==> src/rtl/flag_pkg.sv <==
package flag_pkg;
  localparam int unsigned OP_W   = 3;
  localparam int unsigned COND_W = 3;

  typedef struct packed {
    logic ovf;
    logic cry;
    logic sgn;
    logic zro;
  } flags_t;

  typedef enum logic [OP_W-1:0] {
    OP_NONE = 3'd0,
    OP_CMP  = 3'd1,
    OP_TEST = 3'd2,
    OP_CLC  = 3'd3,
    OP_CMC  = 3'd4
  } flag_op_e;

  typedef enum logic [COND_W-1:0] {
    CC_EQ = 3'd0,
    CC_NE = 3'd1,
    CC_GT = 3'd2,
    CC_LT = 3'd3,
    CC_AB = 3'd4,
    CC_BL = 3'd5
  } cond_e;
endpackage

==> src/rtl/flag_calc.sv <==
module flag_calc
  import flag_pkg::*;
#(
  parameter int unsigned WIDTH = 32
) (
  input  logic [OP_W-1:0]  op_i,
  input  logic [WIDTH-1:0] opa_i,
  input  logic [WIDTH-1:0] opb_i,
  input  flags_t           cur_i,
  output flags_t           nxt_o,
  output logic             upd_o
);
  localparam int unsigned MSB = WIDTH - 1;

  logic [WIDTH:0]   diff;
  logic [WIDTH-1:0] conj;

  assign diff = {1'b0, opa_i} - {1'b0, opb_i};
  assign conj = opa_i & opb_i;

  always_comb begin
    nxt_o = cur_i;
    upd_o = 1'b1;
    unique case (op_i)
      OP_CMP: begin
        nxt_o.zro = (diff[MSB:0] == '0);
        nxt_o.sgn = diff[MSB];
        nxt_o.cry = diff[WIDTH];
        nxt_o.ovf = (opa_i[MSB] ^ opb_i[MSB]) & (diff[MSB] ^ opa_i[MSB]);
      end
      OP_TEST: begin
        nxt_o.zro = (conj == '0);
        nxt_o.sgn = conj[MSB];
        nxt_o.cry = 1'b0;
        nxt_o.ovf = 1'b0;
      end
      OP_CLC:  nxt_o.cry = 1'b0;
      OP_CMC:  nxt_o.cry = ~cur_i.cry;
      default: upd_o = 1'b0;
    endcase
  end
endmodule

==> src/rtl/flag_reg.sv <==
module flag_reg
  import flag_pkg::*;
(
  input  logic   clk_i,
  input  logic   rst_ni,
  input  logic   load_i,
  input  flags_t d_i,
  output flags_t q_o
);
  always_ff @(posedge clk_i or negedge rst_ni) begin
    if (!rst_ni)     q_o <= '0;
    else if (load_i) q_o <= d_i;
  end

  p_hold_r6: assert property (@(posedge clk_i) disable iff (!rst_ni)
    !load_i |=> $stable(q_o));
endmodule

==> src/rtl/cond_eval.sv <==
module cond_eval
  import flag_pkg::*;
(
  input  logic [COND_W-1:0] cond_i,
  input  flags_t            flags_i,
  output logic              taken_o
);
  logic lt_s;
  assign lt_s = flags_i.sgn ^ flags_i.ovf;

  always_comb begin
    unique case (cond_i)
      CC_EQ:   taken_o = flags_i.zro;
      CC_NE:   taken_o = ~flags_i.zro;
      CC_GT:   taken_o = ~flags_i.zro & ~lt_s;
      CC_LT:   taken_o = lt_s;
      CC_AB:   taken_o = ~flags_i.cry & ~flags_i.zro;
      CC_BL:   taken_o = flags_i.cry;
      default: taken_o = 1'b0;
    endcase
  end
endmodule

==> src/rtl/flag_branch_unit.sv <==
module flag_branch_unit
  import flag_pkg::*;
#(
  parameter int unsigned WIDTH = 32
) (
  input  logic              clk_i,
  input  logic              rst_ni,
  input  logic              we_i,
  input  logic [OP_W-1:0]   op_i,
  input  logic [WIDTH-1:0]  opa_i,
  input  logic [WIDTH-1:0]  opb_i,
  input  logic [COND_W-1:0] cond_i,
  output logic [3:0]        flags_o,
  output logic              taken_o
);
  flags_t cur, nxt;
  logic   upd;

  flag_calc #(.WIDTH(WIDTH)) i_calc (
    .op_i(op_i), .opa_i(opa_i), .opb_i(opb_i),
    .cur_i(cur), .nxt_o(nxt), .upd_o(upd)
  );

  flag_reg i_reg (
    .clk_i(clk_i), .rst_ni(rst_ni), .load_i(we_i & upd), .d_i(nxt), .q_o(cur)
  );

  cond_eval i_cond (.cond_i(cond_i), .flags_i(cur), .taken_o(taken_o));

  assign flags_o = cur;

  p_cmp_eq_r2: assert property (@(posedge clk_i) disable iff (!rst_ni)
    (we_i && op_i == OP_CMP && opa_i == opb_i) |=> flags_o[0]);
  p_cmp_borrow_r2: assert property (@(posedge clk_i) disable iff (!rst_ni)
    (we_i && op_i == OP_CMP) |=> flags_o[2] == $past(opa_i < opb_i));
  p_test_clr_r3: assert property (@(posedge clk_i) disable iff (!rst_ni)
    (we_i && op_i == OP_TEST) |=> flags_o[3:2] == 2'b00);
  p_clc_r4: assert property (@(posedge clk_i) disable iff (!rst_ni)
    (we_i && op_i == OP_CLC) |=> !flags_o[2] && $stable({flags_o[3], flags_o[1:0]}));
  p_cmc_r5: assert property (@(posedge clk_i) disable iff (!rst_ni)
    (we_i && op_i == OP_CMC) |=> flags_o[2] != $past(flags_o[2]));
  p_bad_cond_r10: assert property (@(posedge clk_i) disable iff (!rst_ni)
    (cond_i > 3'd5) |-> !taken_o);
endmodule

==> config.mk <==
export PLATFORM = sky130hd
export DESIGN_NAME = flag_branch_unit
export DESIGN_NICKNAME = d
export VERILOG_FILES = /design/src/rtl/flag_pkg.sv /design/src/rtl/flag_calc.sv /design/src/rtl/flag_reg.sv /design/src/rtl/cond_eval.sv /design/src/rtl/flag_branch_unit.sv
export SDC_FILE = /design/constraint.sdc
export NUM_CORES = 1
export LEC_CHECK = 0
export ABC_CLOCK_PERIOD_IN_PS = 2370
export BUFFER_PORTS_ARGS = -buffer_cell sky130_fd_sc_hd__buf_2
export CAP_MARGIN = 0
export CORE_MARGIN = 2
export CORE_UTILIZATION = 50
export CTS_CLUSTER_SIZE = 10
export DETAILED_ROUTE_END_ITERATION = 6
export PLACE_DENSITY_LB_ADDON = 0.08
export SLEW_MARGIN = 5
export SYNTH_ARGS = -nofsm -noshare
export SYNTH_HDL_FRONTEND = slang
export SYNTH_SLANG_ARGS = --single-unit
export TNS_END_PERCENT = 30
==> constraint.sdc <==
create_clock -name clk_i -period 2.37 [get_ports clk_i]
set_clock_uncertainty 0.2 [all_clocks]
set_input_delay 0.237 -clock clk_i [delete_from_list [all_inputs] [get_ports clk_i]]
set_output_delay 0.237 -clock clk_i [all_outputs]
set_load 0.05 [all_outputs]
After elaboration in Yosys (flattened, before gate mapping)
Index checks and enable logic that the tools add are counted.
{"block": "classes", "muxes": 5, "addsub": 1, "eq_ne": 9, "reduce_logical": 9, "bitwise_logic": 11}
{"cell": "32-bit logical NOT", "count": 2}
{"cell": "32-bit by 32-bit subtractor with 33-bit output", "count": 1}
{"cell": "32-bit bitwise AND", "count": 1}
{"cell": "3-bit by 2-bit equality test with 1-bit output, second input constant", "count": 4}
{"cell": "3-bit equality test, second input constant", "count": 3}
{"cell": "3-bit by 1-bit equality test with 1-bit output, second input constant", "count": 2}
{"cell": "1-bit case mux with 6 select lines", "count": 1}
{"cell": "1-bit bitwise AND", "count": 4}
{"cell": "2-bit case mux with 2 select lines", "count": 1}
{"cell": "2-bit AND reduction", "count": 2}
{"cell": "4-bit OR reduction", "count": 1}
{"cell": "3-bit logical NOT", "count": 1}
{"cell": "1-bit NOT", "count": 3}
{"cell": "1-bit case mux with 3 select lines", "count": 1}
{"cell": "3-bit nonzero test", "count": 1}
{"cell": "1-bit bitwise XOR", "count": 3}
{"cell": "1-bit case mux with 2 select lines", "count": 1}
{"cell": "2-bit nonzero test", "count": 1}
{"cell": "2-bit OR reduction", "count": 1}
{"cell": "1-bit 2-to-1 mux", "count": 1}
{"block": "word_totals", "in_bits": 73, "register_bits": 4, "output_inout_bits": 5, "word_cells": 39}

Depth between registers and ports, before layout
{"block": "logic_depth", "ltp_word": 5, "depth_mapped": 12, "depth_no_buf": 12}

Hierarchy
Synthesis repeated with hierarchy kept, for this count alone.
{"block": "unflattened", "cells_unflattened": 396, "area_unflattened_um2": 2852.7}
{"module": "flag_calc", "cells_per_inst": 377, "seq_area_each_um2": 0.0, "area_per_inst_um2": 2628.8, "instances": 1}
{"module": "flag_reg", "cells_per_inst": 8, "seq_area_each_um2": 100.1, "area_per_inst_um2": 145.1, "instances": 1}
{"module": "cond_eval", "cells_per_inst": 10, "seq_area_each_um2": 0.0, "area_per_inst_um2": 72.6, "instances": 1}
{"module": "flag_branch_unit", "cells_per_inst": 1, "seq_area_each_um2": 0.0, "area_per_inst_um2": 6.3, "instances": 1}

Worst setup path after synthesis
OpenSTA, ideal clock, no wires.
{"block": "synth_timing", "path_type": "input-to-reg", "from": "in opa_i[0]", "to": "reg i_reg.q_o[0] (netlist name)", "n_path_buf": 0, "setup_time_ps": 66, "path_stages": 12, "setup_slack_ps": -634, "required_time_ps": 2104, "arrival_time_ps": 2737, "cell_sequence": "inv_1 ha_1 fa_1 nor2b_1 o31a_1 o2111ai_1 a21boi_0 a2111o_1 nor4_1 nand4_1 or4_1 nand2_1"}
{"block": "synth_between", "elab_chain_cells": 3, "word_cells_on_any_way": 5, "cone_classes": "add/sub (1); mux (1); bitwise (1); reduce/logical (2)"}
{"element": "from (decl)", "line": "flag_branch_unit.sv:10", "text": "input logic [WIDTH-1:0] opa_i,"}
{"element": "32-bit by 32-bit subtractor with 33-bit output or 32-bit bitwise AND (tied branches)", "line": "flag_calc.sv:18, flag_calc.sv:19"}
{"element": "32-bit logical NOT, on equally long branches", "line": "flag_calc.sv:26, flag_calc.sv:32"}
{"element": "2-bit case mux with 2 select lines *", "line": "flag_calc.sv:24", "text": "unique case (op_i)"}
{"element": "to (signal assigned)", "line": "flag_reg.sv:12", "text": "else if (load_i) q_o <= d_i;"}
{"element": "to (decl)", "line": "flag_reg.sv:8", "text": "output flags_t q_o"}
Every way passes the cells marked *; elsewhere a longest branch is shown, timed or not.
A chain may end at the register's enable or synchronous reset.

Worst setup path in the final report
{"block": "layout_timing", "from": "in opb_i[2]", "to": "reg i_reg.q_o[0] (netlist name)"}
{"block": "layout_between", "elab_chain_cells": 3, "word_cells_on_any_way": 5, "cone_classes": "add/sub (1); mux (1); bitwise (1); reduce/logical (2)"}
{"element": "from (decl)", "line": "flag_branch_unit.sv:11", "text": "input logic [WIDTH-1:0] opb_i,"}
{"element": "32-bit by 32-bit subtractor with 33-bit output or 32-bit bitwise AND (tied branches)", "line": "flag_calc.sv:18, flag_calc.sv:19"}
{"element": "32-bit logical NOT, on equally long branches", "line": "flag_calc.sv:26, flag_calc.sv:32"}
{"element": "2-bit case mux with 2 select lines *", "line": "flag_calc.sv:24"}
Marked as above.

==> impl_metrics.yaml <==
layout:
  largest_reg_flops: 4
  stdcell_area_mm2: 0.00500
  utilization: 0.834
  drive_gt1_frac: 0.404
  syn_to_final_growth_pct: 59.5
  antennaDiodeCount: 0
  final_nets: 831
  reg_top3: "i_reg.q_o: 4 flops"
  final_common_cell: "buf_4"
  layout_common_cells: "buf_4, buf_2, ha_1"
  regMostFlops: "i_reg.q_o"
power:
  power_density_mw_per_mm2: 320
  ir_drop_mv: 0.411
  p_leak_uw: 0.00263
routing:
  drc: 0
  ant_nets: 0
  drt_first_pass_iters: 5
  num_vias: 4496
  drtIter0Drc: 323
  viasPerCell: 5.87
  wl_mm: 12.3
  post_drt_wl_per_cell_um: 16.1
hold_path:
  min_path_type: "input port to asynchronous set/reset pin"
grt:
  grt_max_degree: 10
  grt_pass1_vias: 4449
  grt_use_total: 0.348
  antenna_found_initial: 0
  overflow: 0
  grt_first_pass_wirelength_mm: 20.2
cts:
  htreeDepth: 1
  path_clk_slew_ps: 40
  cts.path.max_buffers: 2
  clock_latency_ps: 230
  cts_tree: "yes"
  cts_buffers: 3
  post_cts_buffers: 0
  cts_sinks: 4
  cts-root-buf: "clkbuf_8"
placement:
  placed_cell_area_mm2: 0.00489
  routabilityCongestion: 0.980
  hpwl_mm: 10.4
  numPortBuffers: 77
synthesis:
  synth_fp_nets: 591
  synth_fa_ha_area_frac: 0.262
  synth-xor-area-share: 0.0224
  synth_flop_cell: "dfrtp_1"
  avgSynthCellArea_um2: 6.92
  ys_types: 63
  ys_warn_count: 0
  ys_ff_latch: 4
  synth-seq-area-share: 0.0319
  muxShareOfSynthArea: 0.0228
  synth-edff-count: 0
  synth-async-reset-ratio: 1.00
  syn-cell-area_mm2: 0.00313
  synth_top_family_by_area: "compound AO/OA/AOI/OAI gates"
  yosys.area_share.simple: 0.235
  synth-compound-area-share: 0.339
  postSynthCellCount: 453
sta:
  rsz0062_at_grt: "yes"
  final_max_slew_viol_count: 0
  setup_violations: 4
  hold_viol_final: 0
  fmax_mhz: 332
  slew_headroom: 0.707
  tightest_slew_ps: 439
  fin_crit_sh: 1.27
  final.min_clock_period_ps: 3010
  layout_setup_ws_ps: -638
floorplanning:
  io_pins: 78
  die-area_mm2: 0.00692
  start_util: 0.523
  die_x_um: 83.2
  coreArea_mm2: 0.00599
  dieHeight_um: 83.2
  num_rows: 28
worst_setup_path:
  timing.rr.end: "i_reg.q_o[0]"
  slowest_stage: "or4_1"
  worstSetupStartpointType: "input port"
  worstPathCellList: "buf_2, inv_1, ha_1, nor2b_2, o31a_1, o211ai_1, nand4_1, a21o_1, a2111oi_2, buf_4, nand4_1, or4_1, nand2_1"
  cp_data_arrival_time_ps: 2980
  crit_path_end_kind: "flop"
  worstSetupStartpoint: "opb_i[2]"
  crit_type: "input port to flop"
  reg2reg_depth: 7
  r2r_start: "i_reg.q_o[0]"
  r2r_setup_slack_ps: 260
  cpMostUsedCell: "nand4_1"
  required_ps: 2340
  slowest_delay_ps: 420
  crit_fanout: 5
outcome:
  status: "finished, violations left"
  violations: "negative setup slack"
job:
  drv_cap: 0
## cell families (layout without fill, tap and decap cells)
family,Yosys count,after routing
AO/OA/AOI/OAI,158,158
adder cells (fa/ha/maj),65,65
AND/OR/NAND/NOR,143,143
flip-flops,4,4
buffers and inverters,68,306
XOR/XNOR,8,8
multiplexers,7,7
## worst max-delay path: cells and delay by family
kind / cells / cell delay, ps
AOI/OAI and AO/OA: 4 / 1230
and+or+nand+nor: 5 / 920
buffers and inverters: 3 / 310
adders and majority gates: 1 / 280
## worst max path at each step
stage,end,slack (ps)
5_1_grt,i_reg.q_o[0],-690
6_report,i_reg.q_o[0],-640
3_3_place_gp,i_reg.q_o[0],-870
2_1_floorplan,i_reg.q_o[0],-400
3_5_place_dp,i_reg.q_o[0],-980
4_1_cts,i_reg.q_o[0],-560
## layer usage
metal,vias up,part of all wire,wire [um],GRT usage
li1,2162,-,-,-
met1,2064,0.40,4990,0.404
met2,221,0.50,6130,0.649
met3,49,0.068,837,0.0477
met4,0,0.030,371,0.116
met5,-,0,0,0
## stage by stage
stage	instances	power, uW	setup TNS (ps)	hold slack (ps)	setup WS [ps]
after global routing	766	1710	-1720	150	-686
after global placement	762	1330	-2400	-158	-871
after CTS	766	1550	-1160	156	-562
after floorplan	453	770	-497	-259	-395
final	766	1600	-1340	143	-638
after detailed placement	762	1380	-2830	-154	-984
## cell type report
cell class	instances	area, um^2
clock buffer	3	41.3
fill	400	993
inverter	53	211
multi-input combinational	381	2860
sequential	4	100
tap	75	93.8
timing repair buffer	250	1690
## synthesized netlist by cell type, types with 8 or more instances
library cell / instances / area [um^2]
a21o_1: 13 / 97.6
a21oi_1: 36 / 180
a31oi_1: 10 / 62.6
clkbuf_1: 8 / 30.0
ha_1: 64 / 801
inv_1: 53 / 199
nand2_1: 28 / 105
nand3_1: 13 / 65.1
nand4_1: 13 / 81.3
nor2_1: 30 / 113
nor2b_1: 10 / 62.6
nor3_1: 14 / 70.1
nor4_1: 9 / 56.3
o21ai_0: 36 / 180
## report_power, final
group	leakage [uW]	internal [uW]	total, uW	switching, uW
Clock	0.0000216	110	162	51.9
Combinational	0.00256	628	1330	701
Sequential	0.0000494	85.9	110	24.1
Total	0.00263	824	1600	777
## timing repair
item | CTS | global route
hold buffers | 1 | 0
hold endpoints to repair | 4 | 0
endpoints found under the setup margin | 4 | 4
resized for setup | 13 | 5
pin swaps | 9 | 3
Power figures use the tool's default switching activity.
